File: config.mk
export PLATFORM = sky130hd
export DESIGN_NAME = pfw_top
export DESIGN_NICKNAME = d
export VERILOG_FILES = /design/src/rtl/pfw_pkg.sv /design/src/rtl/pfw_entry.sv /design/src/rtl/pfw_resp.sv /design/src/rtl/pfw_top.sv
export SDC_FILE = /design/constraint.sdc
export NUM_CORES = 1
export LEC_CHECK = 0
export BUFFER_PORTS_ARGS = -buffer_cell sky130_fd_sc_hd__buf_4
export CORE_AREA = 2 2 106 108
export CTS_CLUSTER_SIZE = 24
export DETAILED_ROUTE_END_ITERATION = 8
export DIE_AREA = 0 0 108 110
export PLACE_DENSITY = 0.85
export SYNTH_ARGS = -nofsm -noshare
export SYNTH_HDL_FRONTEND = slang
export SYNTH_SLANG_ARGS = --single-unit
File: constraint.sdc
create_clock -name clk -period 3.6 [get_ports clk]
set_input_delay 0.72 -clock clk [delete_from_list [all_inputs] [get_ports clk]]
set_output_delay 0.72 -clock clk [all_outputs]
set_load 0.01 [all_outputs]
File: src/rtl/pfw_pkg.sv
package pfw_pkg;
    localparam int CID_W = 3;
    localparam int NCID  = 1 << CID_W;
    localparam int CFG_W = 16;

    // control word; the layout is visible to software through the config port
    typedef struct packed {
        logic [NCID-1:0]  wl;     // CIDs allowed to take the semaphore
        logic             lock;
        logic [CID_W-1:0] cid;    // static owner
        logic             semen;
        logic             cfen;
        logic             priv;
        logic             sec;
    } pfw_ctl_t;

    function automatic logic pfw_allow(
        input pfw_ctl_t         c,
        input logic [CID_W-1:0] cid,
        input logic             sec,
        input logic             priv,
        input logic             held,
        input logic [CID_W-1:0] holder
    );
        logic ok;
        ok = !(c.sec && !sec) && !(c.priv && !priv);
        if (c.cfen) begin
            if (c.semen) ok = ok && held && (holder == cid);
            else         ok = ok && (c.cid == cid);
        end
        return ok;
    endfunction
endpackage

File: src/rtl/pfw_entry.sv
module pfw_entry
    import pfw_pkg::*;
#(
    parameter int TRUST_CID = 1
) (
    input  logic             clk,
    input  logic             rst_n,
    input  logic             ctl_we,
    input  logic             sem_take,
    input  logic             sem_wr,
    input  logic [CFG_W-1:0] wdata,
    input  logic [CID_W-1:0] w_cid,
    input  logic             w_sec,
    input  logic             w_priv,
    output pfw_ctl_t         ctl,
    output logic             held,
    output logic [CID_W-1:0] holder,
    output logic             take_ok
);
    typedef enum logic {SEM_FREE, SEM_HELD} sem_st_t;

    sem_st_t          st, st_nx;
    logic [CID_W-1:0] holder_nx;
    pfw_ctl_t         ctl_nx;
    logic             mode, trusted, may;

    assign mode    = ctl.cfen && ctl.semen;
    assign held    = (st == SEM_HELD);
    assign take_ok = mode && ctl.wl[w_cid] && (st == SEM_FREE || holder == w_cid);
    assign trusted = (w_cid == CID_W'(TRUST_CID)) && w_sec;
    assign may     = pfw_allow(ctl, w_cid, w_sec, w_priv, held, holder);

    // semaphore state register
    always_ff @(posedge clk or negedge rst_n) begin
        if (!rst_n) begin
            st     <= SEM_FREE;
            holder <= '0;
        end else begin
            st     <= st_nx;
            holder <= holder_nx;
        end
    end

    // semaphore transitions
    always_comb begin
        st_nx     = st;
        holder_nx = holder;
        unique case (st)
            SEM_FREE: begin
                if (sem_take && take_ok) begin       // FREE_TAKE
                    st_nx     = SEM_HELD;
                    holder_nx = w_cid;
                end
            end
            SEM_HELD: begin
                if (!mode)                           // HELD_DISABLE
                    st_nx = SEM_FREE;
                else if (sem_wr && !wdata[0] && holder == w_cid)  // HELD_RELEASE
                    st_nx = SEM_FREE;
            end
            default: st_nx = SEM_FREE;
        endcase
    end

    // control word update
    always_comb begin
        ctl_nx = ctl;
        if (ctl_we && !ctl.lock) begin
            if (trusted) begin
                ctl_nx = pfw_ctl_t'(wdata);
            end else if (may) begin
                if (w_sec)  ctl_nx.sec  = wdata[0];
                if (w_priv) ctl_nx.priv = wdata[1];
            end
        end
    end

    always_ff @(posedge clk or negedge rst_n) begin
        if (!rst_n) ctl <= '0;
        else        ctl <= ctl_nx;
    end
endmodule

File: src/rtl/pfw_resp.sv
module pfw_resp
    import pfw_pkg::*;
#(
    parameter int NP    = 4,
    parameter int DW    = 8,
    parameter int IDX_W = 2
) (
    input  logic             clk,
    input  logic             rst_n,
    input  logic             req_valid,
    input  logic             req_write,
    input  logic [CID_W-1:0] req_cid,
    input  logic [IDX_W-1:0] req_idx,
    input  logic [DW-1:0]    req_wdata,
    input  logic             ok,
    input  logic [DW-1:0]    sel_rdata,
    output logic             rsp_valid,
    output logic             rsp_grant,
    output logic [DW-1:0]    rsp_rdata,
    output logic [NP-1:0]    slot_we,
    output logic [DW-1:0]    slot_wdata,
    output logic             ill_pulse,
    output logic [CID_W-1:0] ill_cid,
    output logic [IDX_W-1:0] ill_idx
);
    always_ff @(posedge clk or negedge rst_n) begin
        if (!rst_n) begin
            rsp_valid  <= 1'b0;
            rsp_grant  <= 1'b0;
            rsp_rdata  <= '0;
            slot_we    <= '0;
            slot_wdata <= '0;
            ill_pulse  <= 1'b0;
            ill_cid    <= '0;
            ill_idx    <= '0;
        end else begin
            rsp_valid <= req_valid;
            rsp_grant <= req_valid && ok;
            rsp_rdata <= (req_valid && ok && !req_write) ? sel_rdata : '0;
            ill_pulse <= req_valid && !ok;
            for (int i = 0; i < NP; i++)
                slot_we[i] <= req_valid && ok && req_write && (req_idx == IDX_W'(i));
            if (req_valid && ok && req_write)
                slot_wdata <= req_wdata;
            if (req_valid && !ok) begin
                ill_cid <= req_cid;
                ill_idx <= req_idx;
            end
        end
    end
endmodule

File: src/rtl/pfw_top.sv
module pfw_top
    import pfw_pkg::*;
#(
    parameter int NP        = 4,
    parameter int DW        = 8,
    parameter int TRUST_CID = 1,
    parameter int IDX_W     = $clog2(NP)
) (
    input  logic                clk,
    input  logic                rst_n,
    input  logic                req_valid,
    input  logic [CID_W-1:0]    req_cid,
    input  logic                req_sec,
    input  logic                req_priv,
    input  logic [IDX_W-1:0]    req_idx,
    input  logic                req_write,
    input  logic [DW-1:0]       req_wdata,
    input  logic [NP*DW-1:0]    slot_rdata,
    output logic [NP-1:0]       slot_we,
    output logic [DW-1:0]       slot_wdata,
    output logic                rsp_valid,
    output logic                rsp_grant,
    output logic [DW-1:0]       rsp_rdata,
    output logic                ill_pulse,
    output logic [CID_W-1:0]    ill_cid,
    output logic [IDX_W-1:0]    ill_idx,
    input  logic                cfg_valid,
    input  logic                cfg_write,
    input  logic [IDX_W:0]      cfg_addr,
    input  logic [CFG_W-1:0]    cfg_wdata,
    input  logic [CID_W-1:0]    cfg_cid,
    input  logic                cfg_sec,
    input  logic                cfg_priv,
    output logic                cfg_rvalid,
    output logic [CFG_W-1:0]    cfg_rdata
);
    pfw_ctl_t [NP-1:0]            ent_ctl;
    logic     [NP-1:0]            ent_held;
    logic     [NP-1:0][CID_W-1:0] ent_holder;
    logic     [NP-1:0]            ent_take_ok;

    logic [IDX_W-1:0] cfg_idx;
    logic             cfg_sel;
    assign cfg_idx = cfg_addr[IDX_W:1];
    assign cfg_sel = cfg_addr[0];

    for (genvar g = 0; g < NP; g++) begin : g_ent
        logic hit;
        assign hit = cfg_valid && (cfg_idx == IDX_W'(g));
        pfw_entry #(.TRUST_CID(TRUST_CID)) u_ent (
            .clk      (clk),
            .rst_n    (rst_n),
            .ctl_we   (hit && cfg_write && !cfg_sel),
            .sem_take (hit && !cfg_write && cfg_sel),
            .sem_wr   (hit && cfg_write && cfg_sel),
            .wdata    (cfg_wdata),
            .w_cid    (cfg_cid),
            .w_sec    (cfg_sec),
            .w_priv   (cfg_priv),
            .ctl      (ent_ctl[g]),
            .held     (ent_held[g]),
            .holder   (ent_holder[g]),
            .take_ok  (ent_take_ok[g])
        );
    end

    // request-side selection and verdict
    pfw_ctl_t         sel_ctl;
    logic             sel_held, sel_hit, req_ok;
    logic [CID_W-1:0] sel_holder;
    logic [DW-1:0]    sel_rdata;

    always_comb begin
        sel_ctl    = '0;
        sel_held   = 1'b0;
        sel_holder = '0;
        sel_rdata  = '0;
        sel_hit    = 1'b0;
        for (int i = 0; i < NP; i++) begin
            if (req_idx == IDX_W'(i)) begin
                sel_ctl    = ent_ctl[i];
                sel_held   = ent_held[i];
                sel_holder = ent_holder[i];
                sel_rdata  = slot_rdata[i*DW +: DW];
                sel_hit    = 1'b1;
            end
        end
    end

    assign req_ok = sel_hit &&
                    pfw_allow(sel_ctl, req_cid, req_sec, req_priv, sel_held, sel_holder);

    pfw_resp #(.NP(NP), .DW(DW), .IDX_W(IDX_W)) u_resp (
        .clk        (clk),
        .rst_n      (rst_n),
        .req_valid  (req_valid),
        .req_write  (req_write),
        .req_cid    (req_cid),
        .req_idx    (req_idx),
        .req_wdata  (req_wdata),
        .ok         (req_ok),
        .sel_rdata  (sel_rdata),
        .rsp_valid  (rsp_valid),
        .rsp_grant  (rsp_grant),
        .rsp_rdata  (rsp_rdata),
        .slot_we    (slot_we),
        .slot_wdata (slot_wdata),
        .ill_pulse  (ill_pulse),
        .ill_cid    (ill_cid),
        .ill_idx    (ill_idx)
    );

    // configuration read-back, open to every initiator
    logic [CFG_W-1:0] cfg_rd_nx;
    always_comb begin
        cfg_rd_nx = '0;
        for (int i = 0; i < NP; i++) begin
            if (cfg_idx == IDX_W'(i))
                cfg_rd_nx = cfg_sel ? CFG_W'(ent_take_ok[i]) : CFG_W'(ent_ctl[i]);
        end
    end

    always_ff @(posedge clk or negedge rst_n) begin
        if (!rst_n) begin
            cfg_rvalid <= 1'b0;
            cfg_rdata  <= '0;
        end else begin
            cfg_rvalid <= cfg_valid && !cfg_write;
            cfg_rdata  <= (cfg_valid && !cfg_write) ? cfg_rd_nx : '0;
        end
    end
endmodule

==> results by group <==
Run status
  • Outcome: complete, no violations

Route
  • Routed WL: 15.92 mm
  • Iteration-0 DRC Markers: about 360
  • Vias per inst: around 6.2
  • Post-route ant nets: 0
  • # DRC: 0
  • DR vias: between 4000 and 5000
  • Avg WL per Cell: approximately 22 µm
  • Drt pass-1 iters: 4

Logic synthesis
  • Yosys cell types: 42
  • Mapped Area: between 6000 and 7000 µm²
  • EDFF count, synth: 0
  • Top-area cell type share of the netlist area: between 40% and 50%
  • Cells after synthesis: 452
  • Synthesis-stage register bit count: 125
  • Ys flop type: dfrtp_1
  • Top post-synthesis cells by area: dfrtp_1 49%, mux2_2 14%, mux4_2 14%
  • Sequential area share after synthesis: around half
  • Async set-or-reset flop fraction in the synthesized netlist: 100.0%
  • Mapped Nets: between 500 and 600
  • Largest area contributor in the netlist: dfrtp_1
  • Syn avg cell area: 14.02 µm²
  • YS warnings: 0

Place
  • # port buffers: about 120
  • Detailed-placement wirelength estimate: approximately 11 mm
  • Routability cong.: 0.8835

Setup path
  • CP endpoint kind: flop
  • CP Class: input pin to flop
  • Reg2reg end: u_resp.slot_wdata[7]
  • Reg2reg start: g_ent[0].u_ent.holder[1]
  • R2R cell count: 6
  • Setup crit start kind: input pin
  • CP Max Fanout: 27
  • Reg2reg setup slack: roughly 1300 ps
  • Critical path arrival: 3000 ps
  • Worst EP required: approximately 4000 ps

Floorplanning
  • Core Region: 10700 µm²
  • Ports: 122
  • Die height: ~110 µm
  • Die width: 108 µm
  • Die Area: ~12000 µm²
  • Number of cell rows: 38
  • Initial Utilization: 59.25%

Clock tree
  • Longest Clk Path Bufs: 2
  • CTS Root Cell: clkbuf_8
  • Worst-path clk slew: approximately 60 ps
  • CTS tree: done
  • Clk Latency, worst-skew pair: about 530 ps
  • Post_cts resized: 0
  • TritonCTS sink count: approximately 130
  • CTS Hold Bufs: 0
  • Post-CTS setup buffers: 0
  • CTS Buf Count: 17
  • H-tree depth: 4

STA
  • RSZ-0062 raised after global routing: no
  • Worst-margin pin slew: 647.5 ps
  • Relative slew margins: between 50% and 60%
  • Fin crit share: a little under three quarters
  • Setup TNS: 0 ps
  • Maximum clock frequency: slightly below 400 MHz
  • Max Slew Vio Count: 0
  • Max Clock Skew: about 8.5 ps
  • Fin. Hold Viols: 0
  • Clock period minus worst slack: approximately 2600 ps
  • Endpoints failing setup: 0

Power
  • PwrDens: 493.9 nW/µm²
  • VDD IR-drop max: roughly 0.00036 V
  • Pleak: approximately 3.9 nW

Global route
  • First-pass GRT wire length: roughly 25 mm
  • Vias in the first global route: 4675
  • All-Layer GR Usage: 28.40%
  • Initial antenna violation count: 0
  • Largest net degree at the start of global routing: 78
  • Global route overflow: 0

Layout
  • Post-layout util: 74.69%
  • Layout Nets: 650
  • Area grow syn2layout: 26.06%
  • Share of layout cells above drive strength 1: between 40% and 50%
  • Ant diodes: 0
  • Filler cell count: 672

Flow run
  • Number of max-cap violations: 0

Hold path
  • Hold WC Path Type: input pin to async pin
[cell usage in the layout (no fill, tap or decap), types with 5 or more instances in the layout]
cell       count
buf_4        128
dfrtp_1      125
mux2_2        79
mux4_2        38
xnor2_1       26
and3_1        20
clkbuf_16     16
nand3_1       15
nand2_1       13
nor2b_1       12
nor2_1        11
inv_1          7
a41o_1         7
mux2_4         6
mux2i_1        5
a211oi_1       5
[worst max-delay path by stage]
stage                          start                  endpoint  cells past startpoint
final                     req_idx[0]      u_resp.slot_wdata[7]                      7
after global routing      cfg_cid[0]  g_ent[3].u_ent.holder[1]                      6
after CTS                 req_idx[0]      u_resp.slot_wdata[7]                      7
after detailed placement  req_idx[0]      u_resp.slot_wdata[7]                      7
after global placement    req_idx[0]      u_resp.slot_wdata[6]                      7
after floorplan           req_idx[0]      u_resp.slot_wdata[0]                      8
[registers in the layout, indices dropped and copies added (netlist names)]
name	cells
u_resp.rsp_grant	1
u_resp.ill_cid	3
g_ent.u_ent.held	4
u_resp.rsp_valid	1
g_ent.u_ent.ctl	64
u_resp.slot_wdata	8
u_resp.rsp_rdata	8
cfg_rdata	16
u_resp.ill_idx	2
cfg_rvalid	1
u_resp.ill_pulse	1
u_resp.slot_we	4
g_ent.u_ent.holder	12
[stage by stage]
stage / setup slack [ps] / area, µm² / hold WS, ps / total power [W] / cells
floorplan: 924.4 / 6339 / 424.4 / 0.001901 / 452
global placement: 531.3 / 7366 / 474.1 / 0.002155 / 694
detailed placement: 469.9 / 7366 / 482.5 / 0.002176 / 694
CTS: 1009 / 7990 / 226.0 / 0.003966 / 726
global route: 871.5 / 7990 / 258.8 / 0.004092 / 726
finish: 1015 / 7990 / 208.0 / 0.003946 / 726
[final cells by class]
cell class / instances / area (µm²) / area share [%]
Inverter: 7 / 26.28 / 0.3288
Clock buffer: 22 / 462.9 / 5.794
Multi-Input combinational cell: 293 / 3055 / 38.24
Sequential cell: 125 / 3128 / 39.15
Clock inverter: 10 / 161.4 / 2.020
Tap cell: 140 / 175.2 / 2.192
Timing Repair Buffer: 129 / 980.9 / 12.28
[critical path, cell delays in order]
cell	delay [ps]
buf_4	370
mux4_2	570
xor2_1	160
o41ai_2	320
a31o_2	210
nand4_4	260
mux2_4	380
[cells in the mapped netlist (4+ instances only)]
library cell / number
a211oi_1: 5
a21o_1: 4
a22oi_1: 4
a41o_1: 7
and2_1: 4
and3_1: 20
buf_1: 5
buf_2: 10
clkbuf_1: 10
dfrtp_1: 125
inv_1: 7
mux2_2: 79
mux2_4: 6
mux2i_1: 5
mux4_2: 38
nand2_1: 13
nand3_1: 15
nor2_1: 11
nor2b_1: 12
o221ai_1: 4
xnor2_1: 26
xor2_1: 4
[report_power, final]
part | total (W) | internal (W) | switching, W
combinational | 0.000554 | 0.000311 | 0.000242
clock | 0.00179 | 0.00118 | 0.000613
sequential | 0.00160 | 0.00151 | 0.0000889
[kinds of logic (layout without fill, tap and decap cells)]
| family | after synthesis | count (layout) | synth area share (%) |
|---|---|---|---|
| multiplexers | 130 | 130 | 30.58 |
| flip-flops | 125 | 125 | 49.35 |
| AND/OR/NAND/NOR | 93 | 93 | 8.370 |
| AO/OA/AOI/OAI | 40 | 40 | 5.113 |
| buffers and inverters | 34 | 168 | 2.448 |
| XOR/XNOR | 30 | 30 | 4.145 |
[routing by layer]
layer  wire length, µm  GRT usage [%]  part of all wire [%]
met1              6394          36.62                    40
met2              8011          47.80                    50
met3              1310          7.349                   8.2
met4               207          8.700                   1.3
met5                 0              0                     0
No activity file was read; power rests on OpenSTA's default activity.
